### src/rtl/ycbcr_out_mux_pkg.sv
package ycbcr_out_mux_pkg;

  // Strobes from the control unit to the datapath for one line-clock cycle.
  typedef struct packed {
    logic loadPair;    // capture the presented Y/C pair this cycle
    logic emitSecond;  // move the held second sample of the pair to port A
    logic dbl;         // active mode for this cycle is double-rate
    logic shuf;        // active luma/chroma role swap for this cycle
    logic emit;        // the captured pair is shown; otherwise blank
  } muxStrobe_t;

endpackage

### src/rtl/ycbcr_out_mux_ctrl.sv
module ycbcr_out_mux_ctrl
  import ycbcr_out_mux_pkg::*;
(
  input  logic       clk,
  input  logic       rstN,
  input  logic       pixStb,
  input  logic       validIn,
  input  logic       cIsCr,
  input  logic       modeDblReq,
  input  logic       shuffleReq,
  output muxStrobe_t strb,
  output logic       dblAct,
  output logic       shufAct,
  output logic       lockQ
);

  logic atBoundary;
  logic dblNext;
  logic shufNext;
  logic lockNext;
  logic pendQ;

  // A pair boundary is a strobe on a Cb pixel or on blanking.
  assign atBoundary = pixStb && (!validIn || !cIsCr);
  assign dblNext    = atBoundary ? modeDblReq : dblAct;
  assign shufNext   = atBoundary ? shuffleReq : shufAct;

  // Lock to the chroma phase: it opens on a valid Cb pixel and closes on blanking.
  assign lockNext = pixStb ? (validIn && (lockQ || !cIsCr)) : lockQ;

  always_ff @(posedge clk or negedge rstN) begin
    if (!rstN) begin
      dblAct  <= 1'b0;
      shufAct <= 1'b0;
      lockQ   <= 1'b0;
      pendQ   <= 1'b0;
    end else begin
      dblAct  <= dblNext;
      shufAct <= shufNext;
      lockQ   <= lockNext;
      pendQ   <= pixStb && dblNext;
    end
  end

  always_comb begin
    strb.loadPair   = pixStb;
    strb.emitSecond = pendQ && !pixStb;
    strb.dbl        = dblNext;
    strb.shuf       = shufNext;
    strb.emit       = validIn && (!dblNext || lockNext);
  end

endmodule

### src/rtl/ycbcr_out_mux_datapath.sv
module ycbcr_out_mux_datapath
  import ycbcr_out_mux_pkg::*;
#(
  parameter int DATA_W = 8
) (
  input  logic              clk,
  input  logic              rstN,
  input  muxStrobe_t        strb,
  input  logic [DATA_W-1:0] yIn,
  input  logic [DATA_W-1:0] cIn,
  input  logic [DATA_W-1:0] portBValue,
  input  logic [DATA_W-1:0] portBIn,
  output logic [DATA_W-1:0] aQ,
  output logic [DATA_W-1:0] bQ,
  output logic [DATA_W-1:0] bSeenQ
);

  localparam int LANES = 2;
  localparam logic [DATA_W-1:0] BLANK = '0;

  logic [DATA_W-1:0] laneVal [LANES];
  logic [DATA_W-1:0] secondQ;

  // Lane 0 feeds port A (or the first slot), lane 1 feeds port B (or the second).
  // With shuffle off, lane 0 is luma in single-rate mode and chroma in double-rate mode.
  for (genvar lane = 0; lane < LANES; lane++) begin : g_lane
    logic pickY;
    assign pickY = ((lane == 0) ^ strb.dbl) ^ strb.shuf;
    assign laneVal[lane] = !strb.emit ? BLANK : (pickY ? yIn : cIn);
  end

  always_ff @(posedge clk or negedge rstN) begin
    if (!rstN) begin
      aQ      <= BLANK;
      secondQ <= BLANK;
    end else if (strb.loadPair) begin
      aQ      <= laneVal[0];
      secondQ <= laneVal[1];
    end else if (strb.emitSecond) begin
      aQ      <= secondQ;
    end
  end

  always_ff @(posedge clk or negedge rstN) begin
    if (!rstN) begin
      bQ <= BLANK;
    end else if (strb.dbl) begin
      bQ <= portBValue;
    end else if (strb.loadPair) begin
      bQ <= laneVal[1];
    end
  end

  always_ff @(posedge clk or negedge rstN) begin
    if (!rstN) bSeenQ <= BLANK;
    else       bSeenQ <= portBIn;
  end

endmodule

### src/rtl/ycbcr_out_mux.sv
module ycbcr_out_mux
  import ycbcr_out_mux_pkg::*;
#(
  parameter int DATA_W = 8
) (
  input  logic              clk,
  input  logic              rstN,
  input  logic              pixStb,
  input  logic              validIn,
  input  logic [DATA_W-1:0] yIn,
  input  logic [DATA_W-1:0] cIn,
  input  logic              cIsCr,
  input  logic              modeDblReq,
  input  logic              shuffleReq,
  input  logic              portBDrive,
  input  logic [DATA_W-1:0] portBValue,
  input  logic              oePin,
  input  logic              oeReg,
  input  logic [DATA_W-1:0] portBIn,
  output logic [DATA_W-1:0] portAOut,
  output logic              portAOe,
  output logic [DATA_W-1:0] portBOut,
  output logic              portBOe,
  output logic [DATA_W-1:0] portBSeen
);

  muxStrobe_t strb;
  logic       dblAct;
  logic       shufAct;
  logic       lockQ;
  logic       oeBoth;

  ycbcr_out_mux_ctrl u_ctrl (
    .clk        (clk),
    .rstN       (rstN),
    .pixStb     (pixStb),
    .validIn    (validIn),
    .cIsCr      (cIsCr),
    .modeDblReq (modeDblReq),
    .shuffleReq (shuffleReq),
    .strb       (strb),
    .dblAct     (dblAct),
    .shufAct    (shufAct),
    .lockQ      (lockQ)
  );

  ycbcr_out_mux_datapath #(.DATA_W(DATA_W)) u_dp (
    .clk        (clk),
    .rstN       (rstN),
    .strb       (strb),
    .yIn        (yIn),
    .cIn        (cIn),
    .portBValue (portBValue),
    .portBIn    (portBIn),
    .aQ         (portAOut),
    .bQ         (portBOut),
    .bSeenQ     (portBSeen)
  );

  assign oeBoth  = oePin && oeReg;
  assign portAOe = oeBoth;
  assign portBOe = oeBoth && (!dblAct || portBDrive);

endmodule

### config.mk
export PLATFORM = sky130hd
export DESIGN_NAME = ycbcr_out_mux
export DESIGN_NICKNAME = d
export VERILOG_FILES = /design/src/rtl/ycbcr_out_mux_pkg.sv /design/src/rtl/ycbcr_out_mux_ctrl.sv /design/src/rtl/ycbcr_out_mux_datapath.sv /design/src/rtl/ycbcr_out_mux.sv
export SDC_FILE = /design/constraint.sdc
export NUM_CORES = 1
export LEC_CHECK = 0
export BUFFER_PORTS_ARGS = -buffer_cell sky130_fd_sc_hd__buf_2
export CORE_ASPECT_RATIO = 0.9
export CORE_MARGIN = 4
export CORE_UTILIZATION = 45
export DETAILED_ROUTE_END_ITERATION = 10
export PLACE_DENSITY = 0.76
export SLEW_MARGIN = 10
export SYNTH_ARGS = -nofsm -noshare
export SYNTH_HDL_FRONTEND = slang
export SYNTH_SLANG_ARGS = --single-unit
### constraint.sdc
create_clock -name clk -period 1.6 [get_ports clk]
set_input_delay 0.32 -clock clk [delete_from_list [all_inputs] [get_ports clk]]
set_output_delay 0.32 -clock clk [all_outputs]
set_load 0.03 [all_outputs]
==> metrics, run 1 <==
outcome completed; Critical-path top delay cell dfrtp_1; Placed Area 0.00207 mm²; clk buf depth 2; CP Capture Type primary output; Hold EP u_dp.bSeenQ[3]; Slew Viols, Final 0; LEAKAGE 1.13 nW; hold_sp portBIn[3]; Switching Fraction 29.9%; vias per cell 5.14; Critical Path RT 1.28 ns; Flop pwr share 39.6%; Crit Path Max Fanout 4; fin crit period 1.50 ns; design area 0.00221 mm²; reg2reg end u_dp.bQ[3]; FF+latch count, synth 36; Worst setup SP type flip-flop; period utilization 93.9%; Initial Utilization 46.6%; nets 260; DR iter-0 viols 84; maximum vdd drop 0.000783 V; Worst Hold Class in -> reg; Reg2Reg Depth 4; PortBufs 67; Reg clk slew, reported paths 0.07 ns; DR vias 1,352; GRT Util Overall 19.3%; relative slew slack 71.7%; TritonCTS Sinks 36; dpl cells 254; Worst R2R Start u_ctrl.dblAct; Core Rows 20; share of cells above drive strength 1 43.4%; Setup Buffers After CTS 0; reg2reg setup slack 0.11 ns; internal power 1.90 mW; Clock power frac 31.7%; Die X-Extent 70.1 µm; setup tns final 0 ns; DP Wirelength 3060 µm; gpl congestion 0.763; crit-path cells buf_4 -> a21boi_1 -> buf_2; DRC viols 0; die area 0.00448 mm²; post-place setup slack -0.206 ns; hold depth 1; Area Overhead vs Synth 41.4%; final setup violation count 0; Die H 63.9 µm; Initial DRT Pass Iterations 4; ANT nets after route 0; WS Path Type reg -> out; Gate power share 28.7%; Core Area 0.00335 mm²; Worst-Margin Slew 0.424 ns; RSZ-0062 raised after global routing false; max-cap check violation count 0; drt total wl 3960 µm; mean post-synth cell area 11.6 µm²; yosys warns 0; CTS buffer count 5; CTS tree done; final hold vios 0; PD cells 1230 mW/mm²; Critical Path AT 1.18 ns; Clock Skew 0.00615 ns; cell count after synthesis 135; initial antenna violation count 0; n_diodes 0; WL/cell 15.0 µm; largest net degree at the start of global routing 24; distinct cell type count after synthesis 23; Non-Filler Instances 263; slowest stage delay, CP 0.42 ns; P_sw 809 µW; first-pass GRT wire length 6670 µm; clk root buf clkbuf_8; CTS H-tree depth 2; filler instances 295; register area share after synthesis 57.6%; grt ovf 0; Worst-Skew Late Latency 0.29 ns; fin util 65.9%; I/O pin count 68; Syn Nets 177; vias in the first global route 1,423; fin worst setup slack 0.0975 ns; synthesized cell area 0.00156 mm²; max frequency 666 MHz
-- stage by stage --
step	total power, mW	hold slack (ns)
4_1_cts	2.74	0.121
6_report	2.71	0.135
3_5_place_dp	1.87	0.279
5_1_grt	2.86	0.113
3_3_place_gp	1.85	0.277
2_1_floorplan	1.55	0.0244
-- metal layers --
| layer | global-route usage (%) | vias to the layer above | part of all wire (%) |
|---|---|---|---|
| li1 | - | 654 | - |
| met5 | 0 | - | 0 |
| met1 | 22.8 | 638 | 40 |
| met3 | 7.70 | 4 | 9.5 |
| met2 | 32.8 | 56 | 49 |
| met4 | 5.26 | 0 | 0.99 |
-- cells in the final DEF, fill, tap and decap left out, types with 2 or more instances in the layout --
| master | netlist | routed |
|---|---|---|
| a21oi_1 | 10 | 10 |
| a22oi_1 | 8 | 8 |
| and2_1 | 2 | 2 |
| buf_12 | 0 | 3 |
| buf_2 | 0 | 67 |
| buf_4 | 0 | 11 |
| clkbuf_8 | 0 | 7 |
| dfrtp_1 | 36 | 36 |
| inv_1 | 12 | 12 |
| mux2_2 | 2 | 2 |
| mux2i_1 | 16 | 16 |
| o21ai_0 | 8 | 8 |
| o21ai_1 | 16 | 16 |
| o22ai_1 | 8 | 8 |
-- synth_stat cells --
| cell | instances | area, µm² |
|---|---|---|
| a21boi_0 | 1 | 7.51 |
| a21boi_4 | 1 | 18.8 |
| a21oi_1 | 10 | 50.1 |
| a22oi_1 | 8 | 60.1 |
| and2_1 | 2 | 12.5 |
| buf_1 | 1 | 3.75 |
| buf_6 | 1 | 11.3 |
| clkbuf_1 | 4 | 15.0 |
| dfrtp_1 | 36 | 901 |
| inv_1 | 12 | 45.0 |
| mux2_2 | 2 | 22.5 |
| mux2_4 | 1 | 15.0 |
| mux2i_1 | 16 | 160 |
| mux2i_4 | 1 | 22.5 |
| nand2_1 | 1 | 3.75 |
| nor2_1 | 1 | 3.75 |
| o2111ai_1 | 1 | 8.76 |
| o211ai_1 | 1 | 7.51 |
| o21ai_0 | 8 | 40.0 |
| o21ai_1 | 16 | 80.1 |
| o22ai_1 | 8 | 50.1 |
| or2_1 | 1 | 6.26 |
| xnor2_1 | 2 | 17.5 |
-- worst max-delay path, delay by kind of cell, from the launching register on --
kind | cells | cell delay, ns
buffers and inverters | 2 | 0.37
flip-flops | 1 | 0.42
AO/OA/AOI/OAI | 1 | 0.11
-- final cells by class --
cell class	instances	area, µm²	share of cell area [%]
clock buffers	7	96.3	4.36
clock inverters	1	30.0	1.36
inverters	12	45.0	2.04
multi-input cells	81	594	26.9
flip-flops and latches	36	901	40.8
well taps	44	55.1	2.49
repair buffers	82	488	22.1
-- power groups by stage --
stage               combinational [mW]  clock [mW]  sequential, mW
floorplan                        0.314           0            1.23
global placement                 0.767           0            1.09
detailed placement               0.777           0            1.09
CTS                              0.783       0.883            1.07
global route                     0.843       0.924            1.09
finish                           0.777       0.860            1.07
-- worst max path at each step --
stage / depth (start not counted) / startpoint / endpoint
2_1_floorplan: 2 / oePin / portBOe
3_3_place_gp: 6 / validIn / u_dp.bQ[4]
3_5_place_dp: 6 / validIn / u_dp.bQ[4]
4_1_cts: 5 / u_ctrl.dblAct / u_dp.secondQ[0]
5_1_grt: 4 / u_ctrl.dblAct / u_dp.bQ[3]
6_report: 3 / u_ctrl.dblAct / portBOe
-- sequential cells by signal, summed over array words and instances (netlist names) --
register / count
u_dp.bQ: 8
u_ctrl.lockQ: 1
u_ctrl.pendQ: 1
u_ctrl.shufAct: 1
u_dp.secondQ: 8
u_ctrl.dblAct: 1
u_dp.bSeenQ: 8
u_dp.aQ: 8
-- logic make-up (layout without fill, tap and decap cells) --
| logic type | Yosys count | count (layout) | share of synthesized area, % |
|---|---|---|---|
| flip-flops | 36 | 36 | 57.6 |
| AND/OR/NAND/NOR | 5 | 5 | 1.68 |
| AO/OA/AOI/OAI | 54 | 54 | 20.7 |
| buffers and inverters | 18 | 102 | 4.80 |
| XOR/XNOR | 2 | 2 | 1.12 |
| multiplexers | 20 | 20 | 14.1 |
-- timing repair --
item | 4_1_cts | 5_1_grt
setup endpoints to repair | 0 | 2
resized for setup | 0 | 1
hold buffers | 1 | 0
endpoints found under the hold margin | 16 | 0
Power figures use the tool's default switching activity.
==> run 2, diff against run 1 <==
--- a/config.mk
+++ b/config.mk
@@ -7,7 +7,6 @@
 export LEC_CHECK = 0
 export BUFFER_PORTS_ARGS = -buffer_cell sky130_fd_sc_hd__buf_2
 export CORE_ASPECT_RATIO = 0.9
-export CORE_MARGIN = 4
 export CORE_UTILIZATION = 45
 export DETAILED_ROUTE_END_ITERATION = 10
 export PLACE_DENSITY = 0.76
==> metrics, run 2 (synthesis gave the netlist of run 1 again) <==
outcome completed; CTS buffer count 5 (unchanged); largest net degree at the start of global routing 37 (+54%); Initial DRT Pass Iterations 4 (unchanged); initial antenna violation count 0 (unchanged); Setup Buffers After CTS 0 (unchanged); first-pass GRT wire length 6200 µm (-7.0%); slowest stage delay, CP 0.42 ns (about the same); Worst-Margin Slew 0.547 ns (+0.123 ns); Slew Viols, Final 0 (unchanged); Worst Hold Class in -> async; commonest non-fill, non-tap cells in the layout buf_2 (67), dfrtp_1 (36), mux2i_1 (16), o21ai_1 (16), inv_1 (12); post-place setup slack -0.199 ns (+0.00715 ns); LEAKAGE 1.09 nW (-3.0%); Area Overhead vs Synth 37.4%; commonest non-fill, non-tap cell in the layout buf_2; vias in the first global route 1,399 (-1.7%); WS Path Type in -> reg; hold slack 0.0626 ns (-0.0720 ns); fin worst setup slack 0.0928 ns (-0.00474 ns); maximum vdd drop 0.000839 V (+7.2%); Critical Path RT 1.76 ns (+0.48 ns); CP Capture Type flip-flop; grt ovf 0 (unchanged); Core Rows 19 (-5.0%); Die X-Extent 64.1 µm (-8.6%); fin crit period 1.51 ns (+0.00474 ns); CTS H-tree depth 2 (unchanged); relative slew slack 63.4% (-8.4 points); WL/cell 15.1 µm (+0.63%); GRT Util Overall 23.0% (+3.6 points); drt total wl 3890 µm (-1.7%); clk buf depth 2 (unchanged); Initial Utilization 49.1% (+2.5 points); gpl congestion 0.826 (+8.3%); DP Wirelength 2880 µm (-5.8%); PD cells 1220 mW/mm² (-0.39%); Worst setup SP type input pin; crit-path cells buf_2 -> a21boi_4 -> buf_4 -> mux2_2 -> a22oi_1 -> o21ai_1; DR iter-0 viols 76 (-9.5%); CTS tree done; RSZ-0062 raised after global routing false; TritonCTS Sinks 36 (unchanged); CTS resizes 0 (unchanged); period utilization 94.2% (+0.30 points); share of cells above drive strength 1 42.8% (-0.59 points); ANT nets after route 0 (unchanged); die area 0.00371 mm² (-17%); fin util 67.4% (+1.5 points); Clock Skew 0.00177 ns (-0.00438 ns); nets 256 (-1.5%); Core Area 0.00319 mm² (-5.0%); DRC viols 0 (unchanged); vias per cell 5.20 (+1.1%); PortBufs 67 (unchanged); Reg clk slew, reported paths 0.07 ns (about the same); Critical Path AT 1.67 ns (+0.49 ns); Worst-Skew Late Latency 0.29 ns (about the same); Hold-fix buffers, CTS 0 (-1); final hold vios 0 (unchanged); max frequency 663 MHz (-0.31%); n_diodes 0 (unchanged); Critical-path top delay cell mux2_2; Crit Path Max Fanout 10 (+6); clk root buf clkbuf_8; Die H 57.9 µm (-9.4%); filler instances 272 (-7.8%); I/O pin count 68 (unchanged); max-cap check violation count 0 (unchanged); final setup violation count 0 (unchanged); DR vias 1,336 (-1.2%)
[run 2: changes by cell type in the layout (fill, tap and decap cells not counted)]
cell           delta
dlygate4sd3_1     -1
clkinv_2          +1
buf_4             -2
buf_12            -1
clkbuf_8          -2
clkinvlp_4        +1
[run 2: metal layers]
layer | up-vias | share of wire (%) | track usage (%) | wire length, µm
met1 | 619 | 43 | 27.1 | 1660
met3 | 9 | 7.6 | 7.48 | 297
met4 | 0 | 2.1 | 9.21 | 83
li1 | 641 | - | - | -
met2 | 67 | 48 | 39.2 | 1850
met5 | - | 0 | 0 | 0
[run 2: area by class of cell]
type	instances	area, µm²	share of cell area (%)
clock buffers	5	68.8	3.21
clock inverters	3	42.5	1.98
inverters	12	45.0	2.10
multi-input cells	81	594	27.7
flip-flops and latches	36	901	42.0
well taps	42	52.6	2.45
repair buffers	78	443	20.6
[run 2: critical path: cells and delay by family]
kind / cells / cell delay (ns)
mux: 1 / 0.42
buf+inv: 2 / 0.28
compound gates: 3 / 0.64
[run 2: power by group]
group          total, mW  switching [mW]  internal [mW]
combinational      0.764           0.454          0.310
clock              0.789           0.329          0.461
sequential          1.07          0.0494           1.02
total               2.62           0.832           1.79
[run 2: path summary, 6_finish.rpt]
check	from	end	slack, ns	cells after the start
max	validIn	u_dp.bQ[0]	0.09	6
min in group clk	portBIn[6]	u_dp.bSeenQ[6]	0.13	1
max in group asynchronous	rstN	u_dp.aQ[1]	1.23	2
min	rstN	u_dp.bQ[3]	0.06	2
max reg2reg	u_ctrl.dblAct	u_dp.bQ[0]	0.12	4
min reg2reg	u_dp.bQ[3]	u_dp.bQ[3]	0.51	2
[run 2: through the flow]
step                cells  instance area, µm²  setup TNS, ns  power [mW]
floorplan             135                1560              0        1.55
global placement      249                2030         -0.504        1.82
detailed placement    249                2030          -1.12        1.84
CTS                   257                2140              0        2.64
global route          257                2150              0        2.74
finish                257                2150              0        2.62
